## src/rtl/aux_rstseq_pkg.sv

```systemverilog
package aux_rstseq_pkg;

   typedef enum logic [1:0] {
      SEL_NONE = 2'd0,
      SEL_CTRL = 2'd1,
      SEL_TRIG = 2'd2,
      SEL_CLR  = 2'd3
   } reg_sel_t;

   typedef struct packed {
      logic src;    // external reset source pending
      logic hold;   // held in reset awaiting release
      logic inrst;  // core in reset
   } rst_status_t;

   localparam int unsigned STATUS_W = 3;

endpackage

```

## src/rtl/aux_rstseq_decode.sv

```systemverilog
module aux_rstseq_decode
   import aux_rstseq_pkg::*;
#(
   parameter int unsigned ADDR_W   = 12,
   parameter int unsigned CTRL_OFS = 'h120,
   parameter int unsigned TRIG_OFS = 'h200,
   parameter int unsigned CLR_OFS  = 'h204
) (
   input  logic              en,
   input  logic [ADDR_W-1:0] addr,
   output reg_sel_t          sel
);

   localparam logic [ADDR_W-1:0] A_CTRL = ADDR_W'(CTRL_OFS);
   localparam logic [ADDR_W-1:0] A_TRIG = ADDR_W'(TRIG_OFS);
   localparam logic [ADDR_W-1:0] A_CLR  = ADDR_W'(CLR_OFS);

   always_comb begin
      sel = SEL_NONE;
      if (en) begin
         if (addr == A_CTRL)      sel = SEL_CTRL;
         else if (addr == A_TRIG) sel = SEL_TRIG;
         else if (addr == A_CLR)  sel = SEL_CLR;
      end
   end

endmodule

```

## src/rtl/aux_rstseq_trigger.sv

```systemverilog
module aux_rstseq_trigger #(
   parameter int unsigned       DATA_W   = 32,
   parameter int unsigned       SEQ_BIT  = 30,
   parameter logic [DATA_W-1:0] RST_VAL  = 32'hFFC3_7FDC
) (
   input  logic              clk,
   input  logic              rst_n,
   input  logic              set_en,
   input  logic              clr_en,
   input  logic [DATA_W-1:0] wdata,
   output logic [DATA_W-1:0] q,
   output logic              start_rst,
   output logic              clr_hit
);

   logic [DATA_W-1:0] clr_mask;

   assign clr_mask  = clr_en ? (wdata & q) : '0;
   assign start_rst = set_en & wdata[SEQ_BIT];
   assign clr_hit   = clr_mask[SEQ_BIT];

   always_ff @(posedge clk or negedge rst_n) begin
      if (!rst_n)      q <= RST_VAL;
      else if (set_en) q <= q | wdata;
      else if (clr_en) q <= q & ~clr_mask;
   end

endmodule

```

## src/rtl/aux_rstseq_seq.sv

```systemverilog
module aux_rstseq_seq
   import aux_rstseq_pkg::*;
#(
   parameter int unsigned       CTRL_W   = 8,
   parameter int unsigned       EN_BIT   = 0,
   parameter int unsigned       REQ_BIT  = 1,
   parameter logic [CTRL_W-1:0] CTRL_RST = 8'hFE,
   parameter rst_status_t       STAT_RST = 3'b111
) (
   input  logic              clk,
   input  logic              rst_n,
   input  logic              start_rst,
   input  logic              clr_hit,
   input  logic              ctrl_we,
   input  logic [CTRL_W-1:0] ctrl_wdata,
   output logic [CTRL_W-1:0] ctrl_q,
   output rst_status_t       status,
   output logic              core_pon
);

   rst_status_t       st_n;
   logic [CTRL_W-1:0] ctrl_n;
   logic              pon_n;
   logic              power_on;
   logic              release_req;
   logic              strobe_ok;

   always_comb begin
      st_n        = status;
      ctrl_n      = ctrl_q;
      pon_n       = 1'b0;
      power_on    = 1'b0;
      release_req = 1'b0;
      strobe_ok   = 1'b0;
      if (start_rst) begin
         st_n.inrst = 1'b1;
         st_n.src   = 1'b1;
         if (ctrl_q[REQ_BIT]) st_n.hold = 1'b1;
      end else if (clr_hit) begin
         power_on = 1'b1;
      end else if (ctrl_we) begin
         release_req = ctrl_q[REQ_BIT] & ~ctrl_wdata[REQ_BIT];
         strobe_ok   = ctrl_wdata[EN_BIT] & status.inrst & status.hold & ~status.src;
         if (release_req) begin
            st_n.hold = 1'b0;
            if (status.inrst && !status.src) power_on = 1'b1;
         end
         if (strobe_ok) begin
            st_n.hold = 1'b0;
            power_on  = 1'b1;
         end
         ctrl_n         = ctrl_wdata;
         ctrl_n[EN_BIT] = 1'b0;
      end
      if (power_on) begin
         st_n.src = 1'b0;
         if (!st_n.hold) begin
            st_n.inrst = 1'b0;
            pon_n      = 1'b1;
         end
      end
   end

   always_ff @(posedge clk or negedge rst_n) begin
      if (!rst_n) begin
         status   <= STAT_RST;
         ctrl_q   <= CTRL_RST;
         core_pon <= 1'b0;
      end else begin
         status   <= st_n;
         ctrl_q   <= ctrl_n;
         core_pon <= pon_n;
      end
   end

endmodule

```

## src/rtl/aux_rstseq.sv

```systemverilog
module aux_rstseq
   import aux_rstseq_pkg::*;
#(
   parameter int unsigned ADDR_W    = 12,
   parameter int unsigned DATA_W    = 32,
   parameter int unsigned CTRL_OFS  = 'h120,
   parameter int unsigned TRIG_OFS  = 'h200,
   parameter int unsigned CLR_OFS   = 'h204,
   parameter int unsigned SEQ_BIT   = 30,
   parameter int unsigned CTRL_W    = 8,
   parameter int unsigned EN_BIT    = 0,
   parameter int unsigned REQ_BIT   = 1,
   parameter int unsigned STAT_LSB  = 8,
   parameter logic [31:0] TRIG_RST  = 32'hFFC3_7FDC,
   parameter logic [31:0] CTRL_RST  = 32'h0000_07FE
) (
   input  logic              clk,
   input  logic              rst_n,
   input  logic              wr_en,
   input  logic [ADDR_W-1:0] wr_addr,
   input  logic [DATA_W-1:0] wr_data,
   input  logic [ADDR_W-1:0] rd_addr,
   output logic [DATA_W-1:0] rd_data,
   output logic              core_run,
   output logic              core_pon
);

   localparam int unsigned STAT_MSB = STAT_LSB + STATUS_W - 1;
   localparam logic [CTRL_W-1:0] CTRL_LOW_RST = CTRL_RST[CTRL_W-1:0];
   localparam rst_status_t       STAT_RST     = CTRL_RST[STAT_MSB:STAT_LSB];

   if (DATA_W < 32 || DATA_W > 64) begin : g_bad_width
      $error("aux_rstseq: DATA_W must lie in 32..64");
   end
   if (SEQ_BIT >= DATA_W) begin : g_bad_seq
      $error("aux_rstseq: SEQ_BIT outside data word");
   end
   if (EN_BIT >= CTRL_W || REQ_BIT >= CTRL_W || EN_BIT == REQ_BIT) begin : g_bad_ctrl
      $error("aux_rstseq: control bit positions invalid");
   end
   if (STAT_LSB < CTRL_W || STAT_MSB >= DATA_W) begin : g_bad_stat
      $error("aux_rstseq: status field overlaps or overflows");
   end

   reg_sel_t          wr_sel;
   reg_sel_t          rd_sel;
   logic [DATA_W-1:0] trig_q;
   logic              start_rst;
   logic              clr_hit;
   logic [CTRL_W-1:0] ctrl_low;
   rst_status_t       status;
   logic              st_inrst;
   logic              st_hold;
   logic              st_src;
   logic [DATA_W-1:0] ctrl_word;

   aux_rstseq_decode #(
      .ADDR_W(ADDR_W), .CTRL_OFS(CTRL_OFS), .TRIG_OFS(TRIG_OFS), .CLR_OFS(CLR_OFS)
   ) u_wr_dec (
      .en(wr_en), .addr(wr_addr), .sel(wr_sel)
   );

   aux_rstseq_decode #(
      .ADDR_W(ADDR_W), .CTRL_OFS(CTRL_OFS), .TRIG_OFS(TRIG_OFS), .CLR_OFS(CLR_OFS)
   ) u_rd_dec (
      .en(1'b1), .addr(rd_addr), .sel(rd_sel)
   );

   aux_rstseq_trigger #(
      .DATA_W(DATA_W), .SEQ_BIT(SEQ_BIT), .RST_VAL(DATA_W'(TRIG_RST))
   ) u_trig (
      .clk(clk), .rst_n(rst_n),
      .set_en(wr_sel == SEL_TRIG), .clr_en(wr_sel == SEL_CLR),
      .wdata(wr_data), .q(trig_q),
      .start_rst(start_rst), .clr_hit(clr_hit)
   );

   aux_rstseq_seq #(
      .CTRL_W(CTRL_W), .EN_BIT(EN_BIT), .REQ_BIT(REQ_BIT),
      .CTRL_RST(CTRL_LOW_RST), .STAT_RST(STAT_RST)
   ) u_seq (
      .clk(clk), .rst_n(rst_n),
      .start_rst(start_rst), .clr_hit(clr_hit),
      .ctrl_we(wr_sel == SEL_CTRL), .ctrl_wdata(wr_data[CTRL_W-1:0]),
      .ctrl_q(ctrl_low), .status(status), .core_pon(core_pon)
   );

   assign st_inrst = status.inrst;
   assign st_hold  = status.hold;
   assign st_src   = status.src;
   assign core_run = ~status.inrst;

   always_comb begin
      ctrl_word                    = '0;
      ctrl_word[CTRL_W-1:0]        = ctrl_low;
      ctrl_word[STAT_MSB:STAT_LSB] = status;
   end

   always_comb begin
      case (rd_sel)
         SEL_CTRL: rd_data = ctrl_word;
         SEL_TRIG: rd_data = trig_q;
         default:  rd_data = '0;
      endcase
   end

endmodule

```

## config.mk

```make
export PLATFORM = sky130hd
export DESIGN_NAME = aux_rstseq
export DESIGN_NICKNAME = d
export VERILOG_FILES = /design/src/rtl/aux_rstseq_pkg.sv /design/src/rtl/aux_rstseq_decode.sv /design/src/rtl/aux_rstseq_trigger.sv /design/src/rtl/aux_rstseq_seq.sv /design/src/rtl/aux_rstseq.sv
export SDC_FILE = /design/constraint.sdc
export NUM_CORES = 1
export LEC_CHECK = 0
export ABC_AREA = 1
export BUFFER_PORTS_ARGS = -buffer_cell sky130_fd_sc_hd__buf_2
export CAP_MARGIN = 20
export CELL_PAD_IN_SITES_DETAIL_PLACEMENT = 1
export CELL_PAD_IN_SITES_GLOBAL_PLACEMENT = 1
export CORE_UTILIZATION = 38
export CTS_BUF_LIST = sky130_fd_sc_hd__clkbuf_2 sky130_fd_sc_hd__clkbuf_4 sky130_fd_sc_hd__clkbuf_8
export CTS_CLUSTER_DIAMETER = 60
export DETAILED_ROUTE_END_ITERATION = 10
export PLACE_DENSITY = 0.94
export SLEW_MARGIN = 30
export SYNTH_ARGS = -nofsm -noshare
export SYNTH_HDL_FRONTEND = slang
export SYNTH_HIERARCHICAL = 1
export SYNTH_SLANG_ARGS = --single-unit
```

## constraint.sdc

```tcl
create_clock -name clk -period 2.2 [get_ports clk]
set_input_delay 0.22 -clock clk [delete_from_list [all_inputs] [get_ports clk]]
set_output_delay 0.22 -clock clk [all_outputs]
set_load 0.005 [all_outputs]
```

* Yosys cells after proc, flatten, opt, wreduce, memory -nomap -nowiden
Cells that the tools add are included.
** Cells by class
- Equal/unequal tests :: 11
- Multiplexer cells :: 30
- Bitwise operators :: 14
- Reduce and logical (&&, ||, !) cells :: 5
** Operator list (count)
- 32-bit 2-to-1 mux :: 3
- 32-bit AND :: 2
- 32-bit case mux with 2 select lines :: 1
- 12-bit by 10-bit equality test with 1-bit output (second input constant) :: 4
- 32-bit inverter :: 1
- 32-bit bitwise OR :: 1
- 12-bit by 9-bit equality test with 1-bit output (second input constant) :: 2
- 1-bit 2-to-1 mux :: 19
- 2-bit 2-to-1 mux :: 7
- 2-bit equality test (second input constant) :: 3
- 1-bit AND :: 5
- 1-bit inverter :: 5
- 2-bit by 1-bit equality test with 1-bit output (second input constant) :: 2
- 2-bit nonzero test :: 2
- 3-bit AND reduction :: 1
- 1-bit logical AND :: 1
- 1-bit logical NOT :: 1
** Word-level totals
- Bits in registers :: 43
- Output and inout port bits :: 34
- Word-level logic and storage cells :: 66

* Logic depth before layout (Yosys ltp)
Gate-level depths: netlist of run 1.
- Depth in word-level cells :: 11
- Mapped depth :: 16
- Mapped depth without buffers :: 16

* Modules after synthesis
Netlist of run 1, hierarchy kept.
** Modules (own cells, without submodules)
- aux_rstseq_trigger :: times used 1, cells each 169, area each 1378.8 µm²
- aux_rstseq_seq :: times used 1, cells each 60, area each 513.0 µm²
- aux_rstseq :: times used 1, cells each 92, area each 384.1 µm²
- aux_rstseq_decode :: times used 2, cells each 32, area each 141.4 µm²

* Worst setup path before layout of run 1
OpenSTA, ideal clock, no wires.
- Kind :: input to output
- From :: in rd_addr[3]
- To :: out rd_data[0]
- Arrival :: 1.400 ns
- Data required time :: 1.980 ns
- Setup slack :: 0.580 ns
- Stages :: 8
- Path buffers :: 1
- Path through :: or2_1 -> nor2_1 -> nand3_1 -> a21oi_2 -> inv_1 -> ha_1 -> clkbuf_1 -> a21oi_1
** Between the ends
- Longest elaborated chain between the ends :: 6
** RTL lines
- start: declaration :: RTL line aux_rstseq.sv:22 : input logic [ADDR_W-1:0] rd_addr,
- 12-bit by 10-bit equality test with 1-bit output :: RTL line aux_rstseq_decode.sv:23 : else if (addr == A_CLR) sel = SEL_CLR;
- 2-bit 2-to-1 mux :: RTL line aux_rstseq_decode.sv:23
- 2-bit 2-to-1 mux :: RTL line aux_rstseq_decode.sv:22 : else if (addr == A_TRIG) sel = SEL_TRIG;
- 2-bit 2-to-1 mux (*) :: RTL line aux_rstseq_decode.sv:21 : if (addr == A_CTRL) sel = SEL_CTRL;
- named net rd_sel[0] :: RTL line aux_rstseq.sv:46 : reg_sel_t rd_sel;
- 2-bit equality test / 2-bit by 1-bit equality test with 1-bit output (equally long branches) :: RTL line aux_rstseq.sv:100 : case (rd_sel)
- 32-bit case mux with 2 select lines (*) :: RTL line aux_rstseq.sv:100
- end: declaration :: RTL line aux_rstseq.sv:23 : output logic [DATA_W-1:0] rd_data,
Mark *: on every way through the listed nets, which the timed path passes. The rest lies on a longest branch.

* Worst setup path after layout of run 1
- From :: in rd_addr[11]
- To :: out rd_data[5]
The elaborated chain is that of the path after synthesis.

==> results.sh, run 1 <==
export IMPL_grt_pass1_wl_mm=12.1
export IMPL_first_pass_iters=7
export IMPL_leakagePower_uw=0.00188
export IMPL_numCtsBuffers=5
export IMPL_grt_remaining_overflow=0
export IMPL_avgSynthCellArea_um2=6.65
export IMPL_relSlewSlack_pct=55.5
export IMPL_grt_pass1_vias=2797
export IMPL_min_from="wr_data[8]"
export IMPL_wl_mm=6.89
export IMPL_crit_path_end_kind="output port"
export IMPL_synthDistinctLibCells=27
export IMPL_nNetsFinal=540
export IMPL_ys_warnings_count=6
export IMPL_insertion_delay_ns=0.30
export IMPL_critPathTopFamily="simple AND/OR/NAND/NOR gates"
export IMPL_wire_per_inst_um=12.4
export IMPL_r2r_slack_ns=0.90
export IMPL_rows=29
export IMPL_violations="design-rule violations"
export IMPL_drc_errors=8
export IMPL_tightest_slew_ns=0.667
export IMPL_hold_viol_final=0
export IMPL_synthArstFlopShare_pct=100
export IMPL_utilization_pct=50.2
export IMPL_startpoint="rd_addr[11]"
export IMPL_rsz0062_at_grt="false"
export IMPL_clkTransAtPathRegs_ns=0.09
export IMPL_ctsHtreeMaxLevel=2
export IMPL_synth_flop_cell="dfstp_2"
export IMPL_hold_class="in -> reg"
export IMPL_ys_top_cells_by_area="dfstp_2 35%, nand2_1 31%, dfrtp_1 8.8%"
export IMPL_viasPerCell=4.71
export IMPL_final_setup_viol_count=0
export IMPL_syn_inst=385
export IMPL_gr_usage_all_layers_pct=21.1
export IMPL_yosysSeqAreaShare_pct=43.7
export IMPL_synth_edf_count=0
export IMPL_slowest_delay_ns=0.44
export IMPL_clock_skew_ns=0.00500
export IMPL_numPortBuffers=92
export IMPL_fin_crit_sh_pct=88.8
export IMPL_design_area_mm2=0.00322
export IMPL_drv_slew=0
export IMPL_drive_gt1_share_pct=33.8
export IMPL_crit_path_start_kind="primary input"
export IMPL_start_util_pct=39.8
export IMPL_fin_ws_ns=0.246
export IMPL_crit_chain="buf_2, inv_1, nand2_1, nor2_1, nand3_1, a21oi_2, ha_1, nand2_1, a21oi_1, buf_2"
export IMPL_crit_required_ns=1.98
export IMPL_cts_sinks=43
export IMPL_power_density_mw_per_mm2=520
export IMPL_detailed_place_hpwl_mm=5.38
export IMPL_area_growth_synth_to_final_pct=26.0
export IMPL_max_cap_viol_count=0
export IMPL_synth_top_cell_area_share_pct=34.9
export IMPL_io_pins=93
export IMPL_path_max_fanout=11
export IMPL_worstPathArrival_ns=1.73
export IMPL_crit_path_top_delay_cell="ha_1"
export IMPL_cts_root_buf="clkbuf_8"
export IMPL_synth_fp_nets=446
export IMPL_fmax_mhz=512
export IMPL_cts_tree="built"
export IMPL_dieHeight_um=84.1
export IMPL_yosysTopAreaCell="dfstp_2"
export IMPL_placedInstanceArea_mm2=0.00307
export IMPL_postRouteAntennaNets=0
export IMPL_die_x_um=84.1
export IMPL_core_area_mm2=0.00642
export IMPL_hold_ws_ns=0.118
export IMPL_synthesis_area_mm2=0.00256
export IMPL_dieArea_mm2=0.00707
export IMPL_antenna_found_initial=0
export IMPL_regArea_mm2=0.00112
export IMPL_multiInputGateArea_mm2=0.00113
export IMPL_place_ws_ns=0.237
export IMPL_clk_path_buf_depth=2
export IMPL_synth_most_common_cell="nand2_1"
export IMPL_tns_ns=0
export IMPL_ys_ff_latch=43
export IMPL_ir_worst_vdd_v=0.000355
export IMPL_grt_max_degree=32
export IMPL_crit_buf_inv=3
export IMPL_path_class="in -> out"
export IMPL_diodes=0
export IMPL_fillers=905
export IMPL_synthTopCellsByCount="212 x nand2_1, 51 x inv_1, 34 x dfstp_2, 16 x nor2_1, 11 x a21oi_1"
export IMPL_rr_startpoint="u_trig/q[30]$_DFFE_PN1P_"
export IMPL_status="finished with violations"
export IMPL_gp_congestion=0.772
export IMPL_vias=2621
export IMPL_drt_initial_drc_count=68
export IMPL_postCtsSetupBuffers=0
export IMPL_min_period_ns=1.95
-- layout by cell type (no fill, tap or decap), types with 4 or more instances in the layout --
cell type	n
nand2_1	212
buf_2	92
nand2_2	4
dfrtp_1	9
nand3_1	5
buf_4	6
inv_2	9
clkbuf_8	5
dfstp_2	34
a21oi_1	11
nor2_1	15
inv_1	51
-- layer usage --
| layer | track usage [%] | part of all wire [%] |
|---|---|---|
| met4 | 5.80 | 1.6 |
| met2 | 41.9 | 56 |
| met1 | 23.1 | 39 |
| met3 | 2.97 | 3.4 |
| met5 | 0 | 0 |
-- final timing paths --
check	to	cells after the start
max	rd_data[5]	10
min	u_trig/q[8]$_DFFE_PN1P_	3
max reg2reg	u_seq/ctrl_q[1]$_DFFE_PN1P_	8
min reg2reg	u_trig/q[8]$_DFFE_PN1P_	2
max in group asynchronous	u_seq/ctrl_q[3]$_DFFE_PN1P_	3
min in group asynchronous	u_trig/q[1]$_DFFE_PN0P_	2
-- per-stage QoR --
step	total power, uW	cells
2_1_floorplan	850	385
3_3_place_gp	933	548
3_5_place_dp	939	548
4_1_cts	1710	557
5_1_grt	1760	557
6_report	1680	557
-- worst reg2reg max path, delay by kind of cell, from the launching register on --
family	cells	cell delay, ns
DFF	1	0.55
and+or+nand+nor	4	0.33
buffers and inverters	3	0.25
AOI/OAI and AO/OA	1	0.11
-- flip-flops by register name, summed over array words and instances, names as in the netlist --
| name | flops |
|---|---|
| u_seq/core_pon | 1 |
| u_seq/status | 3 |
| u_seq/ctrl_q | 7 |
| u_trig/q | 32 |
-- logic make-up after synthesis --
logic type | Yosys count | synth area share [%]
compound gates | 17 | 3.72
fa+ha+maj | 2 | 0.978
buf+inv | 72 | 12.3
flops | 43 | 43.7
other cells | 2 | 0.294
simple gates | 249 | 39.0
-- where the power goes --
| part | internal [uW] | switching [uW] |
|---|---|---|
| registers | 803 | 3.61 |
| logic | 53.0 | 65.7 |
| clock network | 461 | 291 |
-- area by class of cell --
type                       count  area share (%)
clock inverter                 3            2.21
tap                           77            2.99
multi-input combinational    270            35.0
timing repair buffer          99            16.0
sequential                    43            34.7
clock buffer                   5            2.14
inverter                      60            6.99
-- what timing repair did --
item | in CTS | in global routing
resized for setup | 0 | 0
hold buffers | 1 | 0
setup endpoints to repair | 0 | 0
hold endpoints to repair | 9 | 0
Power figures use the tool's default switching activity.
==> inputs of run 2 (changes only) <==
--- a/config.mk
+++ b/config.mk
@@ -5,16 +5,16 @@
 export SDC_FILE = /design/constraint.sdc
 export NUM_CORES = 1
 export LEC_CHECK = 0
-export ABC_AREA = 1
+export ABC_AREA = 0
 export BUFFER_PORTS_ARGS = -buffer_cell sky130_fd_sc_hd__buf_2
 export CAP_MARGIN = 20
 export CELL_PAD_IN_SITES_DETAIL_PLACEMENT = 1
 export CELL_PAD_IN_SITES_GLOBAL_PLACEMENT = 1
-export CORE_UTILIZATION = 38
+export CORE_UTILIZATION = 40
 export CTS_BUF_LIST = sky130_fd_sc_hd__clkbuf_2 sky130_fd_sc_hd__clkbuf_4 sky130_fd_sc_hd__clkbuf_8
 export CTS_CLUSTER_DIAMETER = 60
 export DETAILED_ROUTE_END_ITERATION = 10
-export PLACE_DENSITY = 0.94
+export PLACE_DENSITY = 0.93
 export SLEW_MARGIN = 30
 export SYNTH_ARGS = -nofsm -noshare
 export SYNTH_HDL_FRONTEND = slang
==> run 2 against run 1 <==
Compared with the run above: the run ends with negative hold slack, negative setup slack left; worst hold slack lost 0.13 ns; final cell count is 30% lower; critical path type unchanged; final area fell by 0.85%; sequential share of layout area increased by 0.30 points; highest routed layer unchanged; synthesized cell count fell by 45%; critical path depth decreased by 1.
==> results.sh, run 2 <==
export IMPL_path_max_fanout=8
export IMPL_numCtsBuffers=5
export IMPL_fillers=644
export IMPL_hold_ws_ns=-0.0146
export IMPL_synthArstFlopShare_pct=100
export IMPL_crit_path_start_kind="primary input"
export IMPL_synthesis_area_mm2=0.00231
export IMPL_start_util_pct=41.6
export IMPL_wl_mm=7.44
export IMPL_ys_top_cells_by_area="dfstp_2 39%, a22o_1 12%, dfrtp_1 9.8%"
export IMPL_yosysTopAreaCell="dfstp_2"
export IMPL_dieHeight_um=77.9
export IMPL_drc_errors=0
export IMPL_crit_path_end_kind="output port"
export IMPL_top_regs="u_trig/q: 32 flops, u_seq/ctrl_q: 7 flops, u_seq/status: 3 flops"
export IMPL_synth_most_common_cell="dfstp_2"
export IMPL_clk_path_buf_depth=2
export IMPL_power_internal_uw=1080
export IMPL_status="finished with violations"
export IMPL_clkTransAtPathRegs_ns=0.09
export IMPL_largest_reg_flops=32
export IMPL_cts_tree="built"
export IMPL_grt_pass1_wl_mm=11.1
export IMPL_vias=2103
export IMPL_wire_per_inst_um=19.2
export IMPL_ys_warnings_count=6
export IMPL_antenna_found_initial=0
export IMPL_first_pass_iters=4
export IMPL_regMostFlops="u_trig/q"
export IMPL_postRouteAntennaNets=0
export IMPL_final_cell_mix="89 x buf_2, 34 x dfstp_2, 32 x nand2_1"
export IMPL_path_class="in -> out"
export IMPL_rows=27
export IMPL_drv_slew=0
export IMPL_grt_pass1_vias=2297
export IMPL_crit_required_ns=1.98
export IMPL_fin_crit_sh_pct=102
export IMPL_yosysSeqAreaShare_pct=48.5
export IMPL_insertion_delay_ns=0.30
export IMPL_cts_sinks=43
export IMPL_ctsHtreeMaxLevel=2
export IMPL_core_area_mm2=0.00554
export IMPL_synth_top_cell_area_share_pct=38.7
export IMPL_power_frac_comb_pct=7.8
export IMPL_cts_hold_fix_buffers=0
export IMPL_avgSynthCellArea_um2=10.9
export IMPL_swShare_pct=24.3
export IMPL_ys_ff_latch=43
export IMPL_dieArea_mm2=0.00607
export IMPL_grt_remaining_overflow=0
export IMPL_numPortBuffers=92
export IMPL_violations="negative hold slack, negative setup slack"
export IMPL_clock_skew_ns=0.00382
export IMPL_synth_flop_cell="dfstp_2"
export IMPL_design_area_mm2=0.00320
export IMPL_synth_fp_nets=273
export IMPL_synthDistinctLibCells=35
export IMPL_drt_initial_drc_count=96
export IMPL_fmax_mhz=444
export IMPL_syn_inst=212
export IMPL_viasPerCell=5.42
export IMPL_switchingPower_uw=347
export IMPL_leakagePower_uw=0.00140
export IMPL_min_period_ns=2.25
export IMPL_detailed_place_hpwl_mm=4.59
export IMPL_final_setup_viol_count=5
export IMPL_gp_congestion=0.760
export IMPL_power_density_mw_per_mm2=448
export IMPL_nNetsFinal=376
export IMPL_ir_worst_vdd_v=0.000365
export IMPL_max_cap_viol_count=0
export IMPL_drive_gt1_share_pct=60.1
export IMPL_diodes=0
export IMPL_pwr_share_seq_pct=56.4
export IMPL_relSlewSlack_pct=48.3
export IMPL_worstPathArrival_ns=2.03
export IMPL_grt_max_degree=36
export IMPL_synth_edf_count=0
export IMPL_rsz0062_at_grt="true"
export IMPL_fin_ws_ns=-0.0510
export IMPL_cts_root_buf="clkbuf_8"
export IMPL_tightest_slew_ns=0.775
export IMPL_hold_class="in -> async"
export IMPL_io_pins=93
export IMPL_final_common_cell="buf_2"
export IMPL_gr_usage_all_layers_pct=23.9
export IMPL_hold_viol_final=5
export IMPL_area_growth_synth_to_final_pct=38.6
export IMPL_clkPwrFrac_pct=35.8
export IMPL_tns_ns=-0.110
export IMPL_synthTopCellsByCount="34 x dfstp_2, 32 x nand2_1, 31 x a22o_1, 23 x and2_1"
export IMPL_placedInstanceArea_mm2=0.00289
export IMPL_die_x_um=77.9
run 2: cell count changes after synthesis, moves of 7 or more:
cell / delta
a21oi_1: -10
a22o_1: +31
a22oi_1: +11
and2_1: +23
inv_1: -47
inv_2: -9
mux2_2: +7
nand2_1: -180
run 2: worst max-delay path: stages:
cell       delay [ns]
buf_6            0.09
or4b_4           0.56
a2111oi_4        0.24
inv_1            0.14
ha_4             0.22
buf_12           0.15
a22oi_1          0.20
nor2_1           0.07
buf_2            0.14
run 2: cell families after synthesis:
group | count (synthesis) | share of synthesized area [%]
adder cells (fa/ha/maj) | 2 | 1.09
other | 2 | 0.326
flip-flops | 43 | 48.5
buffers and inverters | 17 | 4.83
AND/OR/NAND/NOR | 88 | 22.1
AO/OA/AOI/OAI | 53 | 19.8
multiplexers | 7 | 3.42
run 2: final cells by class:
type / count / area [um^2] / share of cell area [%]
multi-input combinational: 152 / 1200 / 37.4
timing repair buffer: 109 / 682 / 21.3
tap: 72 / 90.1 / 2.82
inverter: 4 / 15.0 / 0.470
sequential: 43 / 1120 / 35.0
clock inverter: 3 / 25.0 / 0.783
clock buffer: 5 / 68.8 / 2.15
run 2: final timing paths:
check	startpoint	endpoint	slack [ns]	cells after the start
max	rd_addr[11]	rd_data[1]	-0.05	9
min	rst_n	u_trig/q[21]$_DFFE_PN0P_	-0.01	1
max reg2reg	u_seq/ctrl_q[1]$_DFFE_PN1P_	u_seq/status[0]$_DFF_PN1_	0.75	4
min reg2reg	u_trig/q[15]$_DFFE_PN0P_	u_trig/q[15]$_DFFE_PN0P_	0.50	1
max in group asynchronous	rst_n	u_trig/q[26]$_DFFE_PN1P_	1.51	2
min in group clk	wr_data[14]	u_trig/q[14]$_DFFE_PN1P_	0.17	2
run 2: stage by stage:
stage | hold slack, ns | utilization [%] | std cells | power, uW | setup WS, ns
finish | -0.0146 | 57.7 | 388 | 1430 | -0.0510
global route | 0.0253 | 57.7 | 388 | 1490 | -0.150
CTS | 0.00438 | 55.6 | 385 | 1450 | 0.0328
detailed placement | 0.337 | 52.2 | 375 | 924 | -0.221
global placement | 0.335 | 52.2 | 375 | 919 | -0.148
floorplan | -0.0756 | - | 212 | 840 | 0.0534
run 2: power by group through the flow:
stage / Combinational, uW / Clock (uW) / Sequential [uW]
floorplan: 21.8 / 0 / 818
global placement: 99.8 / 0 / 819
detailed placement: 104 / 0 / 819
CTS: 108 / 531 / 807
global route: 123 / 563 / 808
finish: 112 / 513 / 807
run 2: layer usage:
metal | GRT usage (%) | up-vias | routed length, um
met5 | 0 | - | 0
met4 | 9.44 | 0 | 251
met3 | 4.94 | 20 | 294
met2 | 44.1 | 71 | 3910
met1 | 26.6 | 1051 | 2990
li1 | - | 961 | -
run 2: timing repair:
item	CTS	global route
buffers inserted	1	3
endpoints found under the hold margin	0	0
gates cloned	1	1
endpoints found under the setup margin	24	27
gates resized for setup	7	21
pin swaps	3	4
==> inputs of run 3 (changes only) <==
--- a/config.mk
+++ b/config.mk
@@ -10,11 +10,11 @@
 export CAP_MARGIN = 20
 export CELL_PAD_IN_SITES_DETAIL_PLACEMENT = 1
 export CELL_PAD_IN_SITES_GLOBAL_PLACEMENT = 1
-export CORE_UTILIZATION = 40
-export CTS_BUF_LIST = sky130_fd_sc_hd__clkbuf_2 sky130_fd_sc_hd__clkbuf_4 sky130_fd_sc_hd__clkbuf_8
+export CORE_UTILIZATION = 39
 export CTS_CLUSTER_DIAMETER = 60
 export DETAILED_ROUTE_END_ITERATION = 10
-export PLACE_DENSITY = 0.93
+export PLACE_DENSITY = 0.91
+export SKIP_LAST_GASP = 1
 export SLEW_MARGIN = 30
 export SYNTH_ARGS = -nofsm -noshare
 export SYNTH_HDL_FRONTEND = slang
==> run 3 against run 2 <==
Compared with the run above: the flow finishes with violations (negative setup slack); combinational power about the same; critical path depth increased by 2; core utilization increased by 1.9 points; worst hold slack improved by 0.17 ns; power increased by 9.1%; clock-buffer cell count unchanged; final cell count increased by 1.0%; non-clock buffer count increased by 4; final area increased by 4.5%; sequential power about the same; clock skew increased by 0.0083 ns; critical path type unchanged; critical endpoint unchanged; largest power group unchanged; highest routed layer unchanged.
==> results.sh, run 3 (same netlist as run 2, synthesis figures left out) <==
export IMPL_grt_remaining_overflow=0
export IMPL_drv_slew=0
export IMPL_grt_pass1_vias=2231
export IMPL_switchingPower_uw=362
export IMPL_cts_sinks=43
export IMPL_largest_reg_flops=32
export IMPL_fmax_mhz=429
export IMPL_cts_tree="built"
export IMPL_crit_path_top_delay_cell="or4b_4"
export IMPL_crit_end="rd_data[1]"
export IMPL_antenna_found_initial=0
export IMPL_fillers=644
export IMPL_leakagePower_uw=0.00146
export IMPL_rr_startpoint="u_seq/ctrl_q[1]$_DFFE_PN1P_"
export IMPL_crit_chain="buf_6, or4b_4, buf_6, nor4_4, buf_4, inv_2, ha_4, buf_6, a22oi_2, nor2_1, buf_2"
export IMPL_numPortBuffers=92
export IMPL_clock_skew_ns=0.0121
export IMPL_swShare_pct=23.1
export IMPL_detailed_place_hpwl_mm=4.88
export IMPL_io_pins=93
export IMPL_crit_buf_inv=6
export IMPL_top_regs="u_trig/q: 32 flops, u_seq/ctrl_q: 7 flops, u_seq/status: 3 flops"
export IMPL_nNetsFinal=380
export IMPL_tightest_slew_ns=0.546
export IMPL_drc_errors=0
export IMPL_drt_initial_drc_count=118
export IMPL_tns_ns=-0.979
export IMPL_drive_gt1_share_pct=63.4
export IMPL_grt_max_degree=44
export IMPL_clkPwrFrac_pct=41.0
export IMPL_slowest_delay_ns=0.57
export IMPL_cp_common_cell="buf_6"
export IMPL_gr_usage_all_layers_pct=23.6
export IMPL_final_setup_viol_count=28
export IMPL_relSlewSlack_pct=63.6
export IMPL_viasPerCell=5.53
export IMPL_worst_r2r_path_depth=4
export IMPL_dieArea_mm2=0.00622
export IMPL_status="finished with violations"
export IMPL_insertion_delay_ns=0.31
export IMPL_regArea_mm2=0.00112
export IMPL_min_period_ns=2.33
export IMPL_fin_crit_sh_pct=106
export IMPL_rows=27
export IMPL_start_util_pct=41.1
export IMPL_gp_congestion=0.751
export IMPL_dieHeight_um=78.9
export IMPL_path_class="in -> out"
export IMPL_vias=2166
export IMPL_pwr_share_seq_pct=51.7
export IMPL_hold_viol_final=0
export IMPL_crit_path_end_kind="output port"
export IMPL_hold_class="in -> reg"
export IMPL_violations="negative setup slack"
export IMPL_path_max_fanout=7
export IMPL_ir_worst_vdd_v=0.000287
export IMPL_worstPathArrival_ns=2.11
export IMPL_ctsHtreeMaxLevel=2
export IMPL_r2r_slack_ns=0.64
export IMPL_crit_required_ns=1.98
export IMPL_first_pass_iters=4
export IMPL_rsz0062_at_grt="true"
export IMPL_cts_root_buf="clkbuf_8"
export IMPL_clkTransAtPathRegs_ns=0.10
export IMPL_diodes=0
export IMPL_max_cap_viol_count=0
export IMPL_die_x_um=78.9
export IMPL_numCtsBuffers=5
export IMPL_multiInputGateArea_mm2=0.00121
export IMPL_wire_per_inst_um=19.9
export IMPL_power_frac_comb_pct=7.3
export IMPL_power_internal_uw=1200
export IMPL_timing_rr_end="u_seq/status[0]$_DFF_PN1_"
export IMPL_startpoint="rd_addr[10]"
export IMPL_final_common_cell="buf_2"
export IMPL_final_cell_mix="76 x buf_2, 34 x dfstp_2, 32 x nand2_1"
export IMPL_power_uw=1560
export IMPL_critPathTopFamily="simple AND/OR/NAND/NOR gates"
export IMPL_regMostFlops="u_trig/q"
export IMPL_grt_pass1_wl_mm=11.1
export IMPL_crit_path_start_kind="primary input"
export IMPL_wl_mm=7.81
export IMPL_worst_path_stages=11
export IMPL_core_area_mm2=0.00561
export IMPL_postRouteAntennaNets=0
export IMPL_fin_ws_ns=-0.132
export IMPL_clk_path_buf_depth=2
export IMPL_area_growth_synth_to_final_pct=44.8
export IMPL_power_density_mw_per_mm2=468
run 3: cell count changes in the layout (fill, tap and decap cells not counted), sizes merged:
| cell | previous run | this run |
|---|---|---|
| clkinv | 2 | 0 |
| dlygate4sd3 | 0 | 1 |
| bufinv | 0 | 1 |
| buf | 108 | 111 |
| inv | 4 | 5 |
run 3: per-layer routing:
metal	part of all wire [%]	global-route usage, %	routed length, um
met5	0	0	0
met4	2.6	10.7	204
met3	4.0	3.56	312
met2	54	43.7	4180
met1	40	26.6	3110
run 3: per-stage QoR:
stage	setup slack [ns]	instance area (um^2)	std cells	hold slack, ns	util [%]
2_1_floorplan	0.0534	2320	212	-0.0756	-
3_3_place_gp	-0.132	2870	375	0.320	51.1
3_5_place_dp	-0.263	2870	375	0.322	51.1
4_1_cts	0.00629	3100	387	0.153	55.3
5_1_grt	-0.162	3340	392	0.155	59.5
6_report	-0.132	3340	392	0.156	59.5
run 3: worst reg2reg max path, delay by kind of cell (launching register included):
| kind | cells | cell delay [ns] |
|---|---|---|
| AND/OR/NAND/NOR | 1 | 0.26 |
| flip-flops | 1 | 0.59 |
| AO/OA/AOI/OAI | 3 | 0.63 |
run 3: what timing repair did:
item	4_1_cts	5_1_grt
pin swaps	7	13
hold buffers	1	0
gates cloned	1	2
gates resized for setup	16	41
setup buffers	2	3
hold endpoints to repair	7	0
setup endpoints to repair	32	27
run 3: power groups by stage:
stage                     combinational, uW  clock (uW)  sequential (uW)
after detailed placement                106           0              819
after global routing                    124         672              808
after global placement                 98.9           0              819
final                                   114         640              807
after CTS                               112         645              807
after floorplan                        21.8           0              818
run 3: how the worst min path moves through the flow:
stage | from | endpoint | slack, ns | cells after the start
finish | wr_data[20] | u_trig/q[20]$_DFFE_PN0P_ | 0.16 | 2
global route | wr_data[22] | u_trig/q[22]$_DFFE_PN1P_ | 0.15 | 2
CTS | wr_data[11] | u_trig/q[11]$_DFFE_PN1P_ | 0.15 | 2
detailed placement | rst_n | u_trig/q[19]$_DFFE_PN0P_ | 0.32 | 2
floorplan | rst_n | u_seq/core_pon$_DFF_PN0_ | -0.08 | 0
global placement | rst_n | u_trig/q[15]$_DFFE_PN0P_ | 0.32 | 2
run 3: final cells by class:
class,instances,share of cell area (%)
Timing Repair Buffer,113,23.8
Clock buffer,5,2.06
Inverter,4,0.450
Multi-Input combinational cell,152,36.2
Sequential cell,43,33.5
Tap cell,72,2.70
Clock inverter,3,1.39
